### src/rtl/cfg_loader_pkg.sv
package cfg_loader_pkg;
  typedef enum logic [2:0] {
    LD_IDLE,
    LD_PROG,
    LD_WAIT,
    LD_SHIFT,
    LD_FLUSH,
    LD_PASS,
    LD_FAIL
  } ld_state_e;

  localparam logic CAUSE_TARGET  = 1'b0;
  localparam logic CAUSE_TIMEOUT = 1'b1;
endpackage

### src/rtl/cfg_cclk_gen.sv
module cfg_cclk_gen #(
  parameter int DIV = 3
) (
  input  logic clk,
  input  logic rst_n,
  input  logic run_i,
  input  logic toggle_i,
  output logic cclk_o,
  output logic edge_due_o
);
  localparam int PW = (DIV > 1) ? $clog2(DIV) : 1;
  localparam logic [PW-1:0] PH_LAST = PW'(DIV - 1);

  logic [PW-1:0] phase_q, phase_d;
  logic          cclk_d;

  assign edge_due_o = (phase_q == PH_LAST);

  always_comb begin
    phase_d = phase_q;
    cclk_d  = cclk_o;
    if (!run_i) begin
      phase_d = '0;
      cclk_d  = 1'b0;
    end else if (phase_q == PH_LAST) begin
      phase_d = '0;
      if (toggle_i) cclk_d = ~cclk_o;
    end else begin
      phase_d = phase_q + PW'(1);
    end
  end

  always_ff @(posedge clk or negedge rst_n) begin
    if (!rst_n) begin
      phase_q <= '0;
      cclk_o  <= 1'b0;
    end else begin
      phase_q <= phase_d;
      cclk_o  <= cclk_d;
    end
  end


  cclk_only_at_wrap_chk: assert property (@(posedge clk) disable iff (!rst_n)
    (cclk_o != $past(cclk_o)) |-> ($past(edge_due_o) || !$past(run_i)));
endmodule

### src/rtl/cfg_bit_shifter.sv
module cfg_bit_shifter (
  input  logic       clk,
  input  logic       rst_n,
  input  logic       load_i,
  input  logic       shift_i,
  input  logic [7:0] data_i,
  output logic       din_o,
  output logic       last_o
);
  logic [7:0] sr_q, sr_d;
  logic [2:0] cnt_q, cnt_d;

  assign din_o  = sr_q[0];
  assign last_o = (cnt_q == 3'd7);

  always_comb begin
    sr_d  = sr_q;
    cnt_d = cnt_q;
    if (load_i) begin
      sr_d  = data_i;
      cnt_d = 3'd0;
    end else if (shift_i) begin
      sr_d  = {1'b1, sr_q[7:1]};
      cnt_d = cnt_q + 3'd1;
    end
  end

  always_ff @(posedge clk or negedge rst_n) begin
    if (!rst_n) begin
      sr_q  <= 8'hFF;
      cnt_q <= 3'd0;
    end else begin
      sr_q  <= sr_d;
      cnt_q <= cnt_d;
    end
  end


  shift_past_last_chk: assert property (@(posedge clk) disable iff (!rst_n)
    shift_i |-> !last_o);
endmodule

### src/rtl/cfg_byte_fetch.sv
module cfg_byte_fetch #(
  parameter int AW = 12
) (
  input  logic          clk,
  input  logic          rst_n,
  input  logic          init_i,
  input  logic [AW-1:0] base_i,
  input  logic          req_i,
  input  logic          take_i,
  input  logic [7:0]    mem_data_i,
  output logic          mem_rd_o,
  output logic [AW-1:0] mem_addr_o,
  output logic [7:0]    hold_o,
  output logic          hold_valid_o
);
  logic [AW-1:0] addr_q, addr_d;
  logic          rd_q, rd_d, cap_q, cap_d, valid_q, valid_d;
  logic [7:0]    hold_q, hold_d;

  assign mem_rd_o     = rd_q;
  assign mem_addr_o   = addr_q;
  assign hold_o       = hold_q;
  assign hold_valid_o = valid_q;

  always_comb begin
    addr_d  = addr_q;
    rd_d    = req_i;
    cap_d   = rd_q;
    valid_d = valid_q;
    hold_d  = hold_q;
    if (rd_q) addr_d = addr_q + AW'(1);
    if (cap_q) begin
      hold_d  = mem_data_i;
      valid_d = 1'b1;
    end
    if (take_i) valid_d = 1'b0;
    if (init_i) begin
      addr_d  = base_i;
      rd_d    = 1'b0;
      cap_d   = 1'b0;
      valid_d = 1'b0;
    end
  end

  always_ff @(posedge clk or negedge rst_n) begin
    if (!rst_n) begin
      addr_q  <= '0;
      rd_q    <= 1'b0;
      cap_q   <= 1'b0;
      valid_q <= 1'b0;
      hold_q  <= 8'h00;
    end else begin
      addr_q  <= addr_d;
      rd_q    <= rd_d;
      cap_q   <= cap_d;
      valid_q <= valid_d;
      hold_q  <= hold_d;
    end
  end


  rd_single_pulse_chk: assert property (@(posedge clk) disable iff (!rst_n)
    mem_rd_o |=> !mem_rd_o);

  hold_no_overwrite_chk: assert property (@(posedge clk) disable iff (!rst_n)
    cap_q |-> !valid_q);
endmodule

### src/rtl/cfg_serial_loader.sv
module cfg_serial_loader
  import cfg_loader_pkg::*;
#(
  parameter int AW       = 12,
  parameter int LW       = 12,
  parameter int TW       = 8,
  parameter int DIV      = 3,
  parameter int PROG_LOW = 4
) (
  input  logic          clk,
  input  logic          rst_n,
  input  logic          start_i,
  input  logic [AW-1:0] base_addr_i,
  input  logic [LW-1:0] length_i,
  input  logic [TW-1:0] extra_clk_limit_i,
  output logic          mem_rd_o,
  output logic [AW-1:0] mem_addr_o,
  input  logic [7:0]    mem_data_i,
  output logic          prog_n_o,
  input  logic          init_n_i,
  input  logic          done_i,
  output logic          cclk_o,
  output logic          din_o,
  output logic          busy_o,
  output logic          success_o,
  output logic          error_o,
  output logic          error_cause_o
);
  localparam int PCW = $clog2(PROG_LOW + 1);

  ld_state_e      state_q, state_d;
  logic [PCW-1:0] pcnt_q, pcnt_d;
  logic [LW-1:0]  left_q, left_d;
  logic [TW-1:0]  ones_q, ones_d, lim_q, lim_d;
  logic           cause_q, cause_d;

  logic fetch_init, fetch_req, fetch_take, hold_valid;
  logic [7:0] hold_byte;
  logic sh_load, sh_shift, sh_din, sh_last;
  logic active, edge_due, rise, fall, leave;

  assign active = (state_q == LD_SHIFT) || (state_q == LD_FLUSH);
  assign rise   = active && edge_due && !cclk_o;
  assign fall   = active && edge_due && cclk_o;

  cfg_cclk_gen #(.DIV(DIV)) u_clkgen (
    .clk(clk), .rst_n(rst_n), .run_i(active), .toggle_i(active && !leave),
    .cclk_o(cclk_o), .edge_due_o(edge_due)
  );

  cfg_bit_shifter u_shift (
    .clk(clk), .rst_n(rst_n), .load_i(sh_load), .shift_i(sh_shift),
    .data_i(hold_byte), .din_o(sh_din), .last_o(sh_last)
  );

  cfg_byte_fetch #(.AW(AW)) u_fetch (
    .clk(clk), .rst_n(rst_n), .init_i(fetch_init), .base_i(base_addr_i),
    .req_i(fetch_req), .take_i(fetch_take), .mem_data_i(mem_data_i),
    .mem_rd_o(mem_rd_o), .mem_addr_o(mem_addr_o), .hold_o(hold_byte),
    .hold_valid_o(hold_valid)
  );

  always_comb begin
    state_d    = state_q;
    pcnt_d     = pcnt_q;
    left_d     = left_q;
    ones_d     = ones_q;
    lim_d      = lim_q;
    cause_d    = cause_q;
    fetch_init = 1'b0;
    fetch_req  = 1'b0;
    fetch_take = 1'b0;
    sh_load    = 1'b0;
    sh_shift   = 1'b0;
    leave      = 1'b0;
    unique case (state_q)
      LD_IDLE, LD_PASS, LD_FAIL: begin
        if (start_i) begin
          state_d    = LD_PROG;
          pcnt_d     = '0;
          left_d     = length_i;
          lim_d      = extra_clk_limit_i;
          ones_d     = '0;
          fetch_init = 1'b1;
        end
      end
      LD_PROG: begin
        pcnt_d = pcnt_q + PCW'(1);
        if (pcnt_q == PCW'(PROG_LOW - 1)) begin
          state_d   = LD_WAIT;
          fetch_req = (left_q != '0);
        end
      end
      LD_WAIT: begin
        if (init_n_i) begin
          if (left_q == '0) begin
            state_d = LD_FLUSH;
          end else if (hold_valid) begin
            state_d    = LD_SHIFT;
            sh_load    = 1'b1;
            fetch_take = 1'b1;
            fetch_req  = (left_q > LW'(1));
          end
        end
      end
      LD_SHIFT: begin
        if (!init_n_i) begin
          state_d = LD_FAIL;
          cause_d = CAUSE_TARGET;
          leave   = 1'b1;
        end else if (fall) begin
          if (!sh_last) begin
            sh_shift = 1'b1;
          end else if (left_q == LW'(1)) begin
            state_d = LD_FLUSH;
            left_d  = '0;
          end else begin
            sh_load    = 1'b1;
            fetch_take = 1'b1;
            left_d     = left_q - LW'(1);
            fetch_req  = (left_q > LW'(2));
          end
        end
      end
      LD_FLUSH: begin
        if (done_i) begin
          state_d = LD_PASS;
          leave   = 1'b1;
        end else if (!init_n_i) begin
          state_d = LD_FAIL;
          cause_d = CAUSE_TARGET;
          leave   = 1'b1;
        end else if (rise) begin
          if (ones_q == lim_q) begin
            state_d = LD_FAIL;
            cause_d = CAUSE_TIMEOUT;
            leave   = 1'b1;
          end else begin
            ones_d = ones_q + TW'(1);
          end
        end
      end
      default: state_d = LD_IDLE;
    endcase
  end

  always_ff @(posedge clk or negedge rst_n) begin
    if (!rst_n) begin
      state_q <= LD_IDLE;
      pcnt_q  <= '0;
      left_q  <= '0;
      ones_q  <= '0;
      lim_q   <= '0;
      cause_q <= 1'b0;
    end else begin
      state_q <= state_d;
      pcnt_q  <= pcnt_d;
      left_q  <= left_d;
      ones_q  <= ones_d;
      lim_q   <= lim_d;
      cause_q <= cause_d;
    end
  end

  assign prog_n_o      = (state_q != LD_PROG);
  assign busy_o        = !((state_q == LD_IDLE) || (state_q == LD_PASS) || (state_q == LD_FAIL));
  assign success_o     = (state_q == LD_PASS);
  assign error_o       = (state_q == LD_FAIL);
  assign error_cause_o = cause_q;
  assign din_o         = (state_q == LD_SHIFT) ? sh_din : 1'b1;


  din_stable_rise_chk: assert property (@(posedge clk) disable iff (!rst_n)
    $rose(cclk_o) |-> $stable(din_o));

  no_rise_init_low_chk: assert property (@(posedge clk) disable iff (!rst_n)
    $rose(cclk_o) |-> $past(init_n_i));

  prog_quiet_chk: assert property (@(posedge clk) disable iff (!rst_n)
    !prog_n_o |-> (!cclk_o && busy_o));

  end_status_chk: assert property (@(posedge clk) disable iff (!rst_n)
    $fell(busy_o) |-> (success_o ^ error_o));

  ones_limit_chk: assert property (@(posedge clk) disable iff (!rst_n)
    (state_q == LD_FLUSH) |-> (ones_q <= lim_q));

  start_busy_ignored_chk: assert property (@(posedge clk) disable iff (!rst_n)
    (start_i && busy_o && state_q != LD_PROG) |=> (state_q != LD_PROG));
endmodule

### config.mk
export PLATFORM = sky130hd
export DESIGN_NAME = cfg_serial_loader
export DESIGN_NICKNAME = d
export VERILOG_FILES = /design/src/rtl/cfg_loader_pkg.sv /design/src/rtl/cfg_cclk_gen.sv /design/src/rtl/cfg_bit_shifter.sv /design/src/rtl/cfg_byte_fetch.sv /design/src/rtl/cfg_serial_loader.sv
export SDC_FILE = /design/constraint.sdc
export NUM_CORES = 1
export LEC_CHECK = 0
export ABC_AREA = 1
export BUFFER_PORTS_ARGS = -buffer_cell sky130_fd_sc_hd__buf_4
export CORE_ASPECT_RATIO = 0.75
export CORE_MARGIN = 8
export CORE_UTILIZATION = 42
export DETAILED_ROUTE_END_ITERATION = 10
export GPL_TIMING_DRIVEN = 0
export RECOVER_POWER = 50
export SLEW_MARGIN = 30
export SYNTH_ARGS = -nofsm -noshare
export SYNTH_HDL_FRONTEND = slang
export SYNTH_SLANG_ARGS = --single-unit
### constraint.sdc
create_clock -name clk -period 4.8 [get_ports clk]
set_input_delay 0.48 -clock clk [delete_from_list [all_inputs] [get_ports clk]]
set_output_delay 0.48 -clock clk [all_outputs]
set_load 0.05 [all_outputs]
Word level (Yosys, flattened, before mapping):

Index checks and enable logic that the tools add are counted.
W data, S select, Z words.

* logic and storage cells: 165
* bits in registers: 72
* output and inout port bits: 20
* bits of input ports: 45

* equality and inequality tests: 33
* add/sub/neg operators: 6
* muxes and demuxes: 80
* reductions and logical operators: 28
* $lt $le $gt $ge: 2
* bitwise gates (word level): 1

Operator list (count)
* $mux W12: 7
* $mux W8: 7
* $mux W3: 16
* $mux W1: 40
* $pmux W12 S2: 1
* $ne A2 B2 Y1 const B: 11
* $pmux W8 S2: 1
* $pmux W3 S5: 1
* $add A12 B1 Y12 const B: 1
* $eq A12 B1 Y1 const B: 1
* $eq A3 B3 Y1 const B: 4
* $gt A12 B1 Y1 const B: 1
* $gt A12 B2 Y1 const B: 1
* $logic_not A12 Y1: 1
* $reduce_bool A12 Y1: 1
* $reduce_bool A2 Y1: 6
* $sub A12 B1 Y12 const B: 1
* $reduce_and A5 Y1: 2
* $eq A3 B2 Y1 const B: 3
* $ne A3 B2 Y1 const B: 3
* $ne A3 B3 Y1 const B: 3
* $reduce_and A9 Y1: 1
* $add A8 B1 Y8 const B: 1
* $eq A8 B8 Y1: 1
* other kinds (21): 35

Longest topological paths before layout:

* depth in word-level cells: 13
* gate-level depth with buffers: 12
* depth with buffers taken out: 11

Modules after synthesis:

A second synthesis with hierarchy kept.

* cell total of the unflattened synthesis: 567
* area, all modules: 4281.6 um^2

By module, submodules not included
* cfg_serial_loader: cells each 350, area an instance 2453.6 um^2, seq. area each 875.8 um^2, times used 1
* cfg_byte_fetch: cells each 142, area an instance 1154.9 um^2, seq. area each 575.6 um^2, times used 1
* cfg_bit_shifter: cells each 59, area an instance 543.0 um^2, seq. area each 285.3 um^2, times used 1
* cfg_cclk_gen: cells each 16, area an instance 130.1 um^2, seq. area each 75.1 um^2, times used 1

Least setup slack after synthesis:

Ideal clock, no wire load.

* path kind: reg2out
* start point: reg state_q[2]
* end point: out din_o
* required time: 4.320 ns
* data arrival time: 1.436 ns
* buffers on the path: 3
* stages on the path, launching flop included: 7
* setup slack: 2.884 ns
* cells stage by stage: dfrtp_1 > buf_4 > inv_2 > nand3_2 > buf_4 > clkbuf_1 > or2_2

* word-level cells in the longest chain between the ends: 2

Ends and longest elaborated chain
* from (decl): RTL line cfg_serial_loader.sv:31 `ld_state_e state_q, state_d;`
* from (signal assigned): RTL line cfg_serial_loader.sv:156 `state_q <= state_d;`
* $eq A3 B2 Y1: RTL line cfg_serial_loader.sv:170 `assign din_o = (state_q == LD_SHIFT) ? sh_din : 1'b1;`
* $mux W1: RTL line cfg_serial_loader.sv:170
* to (decl): RTL line cfg_serial_loader.sv:23 `output logic din_o,`

No other way between the ends.

Worst setup path after layout:

Same ends and word-level chain as after synthesis.

==> results.cfg <==
[run_status]
status = finished, final reports clean

[sta]
slew-limit-headroom_pct = 54.8
fin_tns_setup_ns = 0
rsz0062_at_grt = no
final_hold_viol_count = 0
fmaxAchievable_mhz = 400
drv_slew = 0
setup_viol = 0
finalCriticalPeriod_ns = 2.50
fin_skew_ns = 0.0102
worstMarginPinSlew_ns = 0.679
setup_slack_ns = 2.30
fin_crit_sh_pct = 52.0

[placement]
dp.cells = 733
globalplace.congestion = 0.817
hpwlAfterDp_um = 7660
portBuffers = 64
dp_slack_ns = 2.62

[worst_setup_path]
r2r.worst_path.cells = 11
rr_endpoint = u_fetch.hold_valid_o
max_stage_delay_ns = 0.36
cpMostUsedCell = buf_4
r2r_setup_slack_ns = 2.74
setup.worst_path.class = register to output pin
cp_cell_sequence = buf_4 > inv_2 > nand3_2 > buf_4 > clkbuf_1 > or2_2 > buf_4
timing.rr.start = left_q[0]
crit_fanout = 10
cp.required_ns = 4.32
cp.arrival_ns = 2.02
crit_start = state_q[2]
start_kind = register
endpoint_kind = output pin
cpMaxStageDelayCell = dfrtp_1

[drt]
avgRoutedWirePerCell_um = 13.8
drc = 0
first_pass_iters = 4
num_vias = 3699
routed_wirelength_um = 10300
ant_nets = 0
vias_per_cell = 4.94
drt_iter0_drc = 218

[min_path]
hp-class = input port to asynchronous set/reset pin

[clock_tree]
cts.clk_slew.worst_paths_ns = 0.06
postCtsSetupRepairBufs = 0
cts_max_level = 3
clockRootBuffer = clkbuf_16
cts_buffers = 9
post_cts_resized = 0
postCtsHoldBufs = 0
cts_tree = yes
clock_latency_ns = 0.33
clk_path_buf_depth = 2
clkSinkCount = 72

[grt]
grt-ovfl-total = 0
track_usage_pct = 15.9
antenna_found_initial = 0
grt_first_pass_wirelength_um = 17700
grt_pass1_vias = 3777
grt_max_degree = 73

[synthesis]
synth_cell_types = 38
syn_nets = 591
synthCells = 537
synth_warnings = 0
syn_area_mm2 = 0.00421
seq_area_frac_synth_pct = 43.1
avgSynthCellArea_um2 = 7.84
yosys_register_bits = 72

[final_layout]
final_common_cell = nand2_1
fillers = 943
instances_no_fill = 749
final_cell_mix = nand2_1 (165), buf_4 (67), dfrtp_1 (64)
antenna_cells = 0
multiInputGateArea_mm2 = 0.00207
finalNetCount = 666
area_growth_pct = 21.8
drive_gt1_share_pct = 22.4
fin_util_pct = 52.9
ff_latch_area_mm2 = 0.00181

[floorplanning]
dieHeight_um = 103
coreArea_mm2 = 0.00970
rows = 31
start_util_pct = 43.4
pin_count = 65
dieWidth_um = 132
die_area_mm2 = 0.0135

[pwr]
ir_worst_vdd_mv = 0.511
p_leak_nw = 2.58
power.density_mw_per_mm2 = 622

[job]
drv_cap = 0
## flip-flops by register name (all words and copies together), names as in the netlist
register,count
state_q,3
u_fetch.hold_o,8
left_q,12
u_shift.cnt_q,3
u_clkgen.cclk_o,1
u_fetch.mem_rd_o,1
u_fetch.mem_addr_o,12
lim_q,8
pcnt_q,3
u_clkgen.phase_q,2
u_fetch.cap_q,1
u_fetch.hold_valid_o,1
u_shift.sr_q,8
error_cause_o,1
ones_q,8
## synthesized netlist by cell type (all sizes together)
cell type / instances / share of area [%]
a21boi: 1 / 0.18
a21oi: 7 / 0.83
a22o: 1 / 0.21
and3: 1 / 0.15
buf: 11 / 2.1
clkbuf: 3 / 0.27
dfrtp: 64 / 38
dfstp: 8 / 5.0
ha: 9 / 2.7
inv: 56 / 5.1
mux2: 8 / 2.1
nand2: 171 / 16
nand3: 53 / 6.8
nand4: 16 / 2.9
nor2: 46 / 4.5
nor3: 10 / 1.2
nor3b: 1 / 0.18
o2111ai: 1 / 0.21
o211ai: 4 / 0.71
o21ai: 37 / 5.1
or2: 4 / 0.59
xnor2: 9 / 1.9
xor2: 16 / 3.3
## critical path, delay by kind of cell (launching register included)
kind	cells	cell delay, ns
buf+inv	5	0.89
flops	1	0.36
simple gates	2	0.43
## logic make-up after synthesis
logic type	share of synthesized area (%)
AND/OR/NAND/NOR	32.3
flip-flops	43.1
buffers and inverters	7.40
AO/OA/AOI/OAI	7.26
XOR/XNOR	5.20
adder cells (fa/ha/maj)	2.68
multiplexers	2.14
## final cells by class
cell class / instances / share of cell area, %
Multi-Input combinational cell: 395 / 40.5
Inverter: 56 / 4.15
Tap cell: 132 / 3.22
Clock inverter: 3 / 0.342
Timing Repair Buffer: 64 / 9.45
Sequential cell: 72 / 35.4
Buffer: 14 / 1.93
Clock buffer: 13 / 5.08
## power by group
| group | total (mW) | leakage [nW] | switching, mW | internal, mW |
|---|---|---|---|---|
| Sequential | 1.07 | 0.895 | 0.206 | 0.863 |
| Combinational | 1.50 | 1.55 | 0.968 | 0.529 |
| Clock | 0.623 | 0.136 | 0.246 | 0.377 |
## worst max path at each step
stage            end  slack [ns]  cells after the start
3_5_place_dp   din_o        2.62                      7
4_1_cts        din_o        2.26                      7
3_3_place_gp   din_o        2.65                      7
6_report       din_o        2.30                      7
2_1_floorplan  din_o        2.88                      6
5_1_grt        din_o        2.19                      7
## per-stage QoR
stage	power (mW)	instance area (um2)	hold slack [ns]
2_1_floorplan	2.16	4210	0.184
3_3_place_gp	2.56	4850	0.418
3_5_place_dp	2.60	4850	0.434
4_1_cts	3.23	5130	0.334
5_1_grt	3.44	5120	0.233
6_report	3.19	5120	0.162
## routing by layer
layer | routed length [um] | up-vias | GRT usage, %
met4 | 38 | 0 | 2.64
met2 | 4760 | 58 | 26.7
met3 | 395 | 5 | 4.58
met5 | 0 | - | 0
li1 | - | 1886 | -
met1 | 5130 | 1750 | 20.4
No activity file was read; power rests on OpenSTA's default activity.
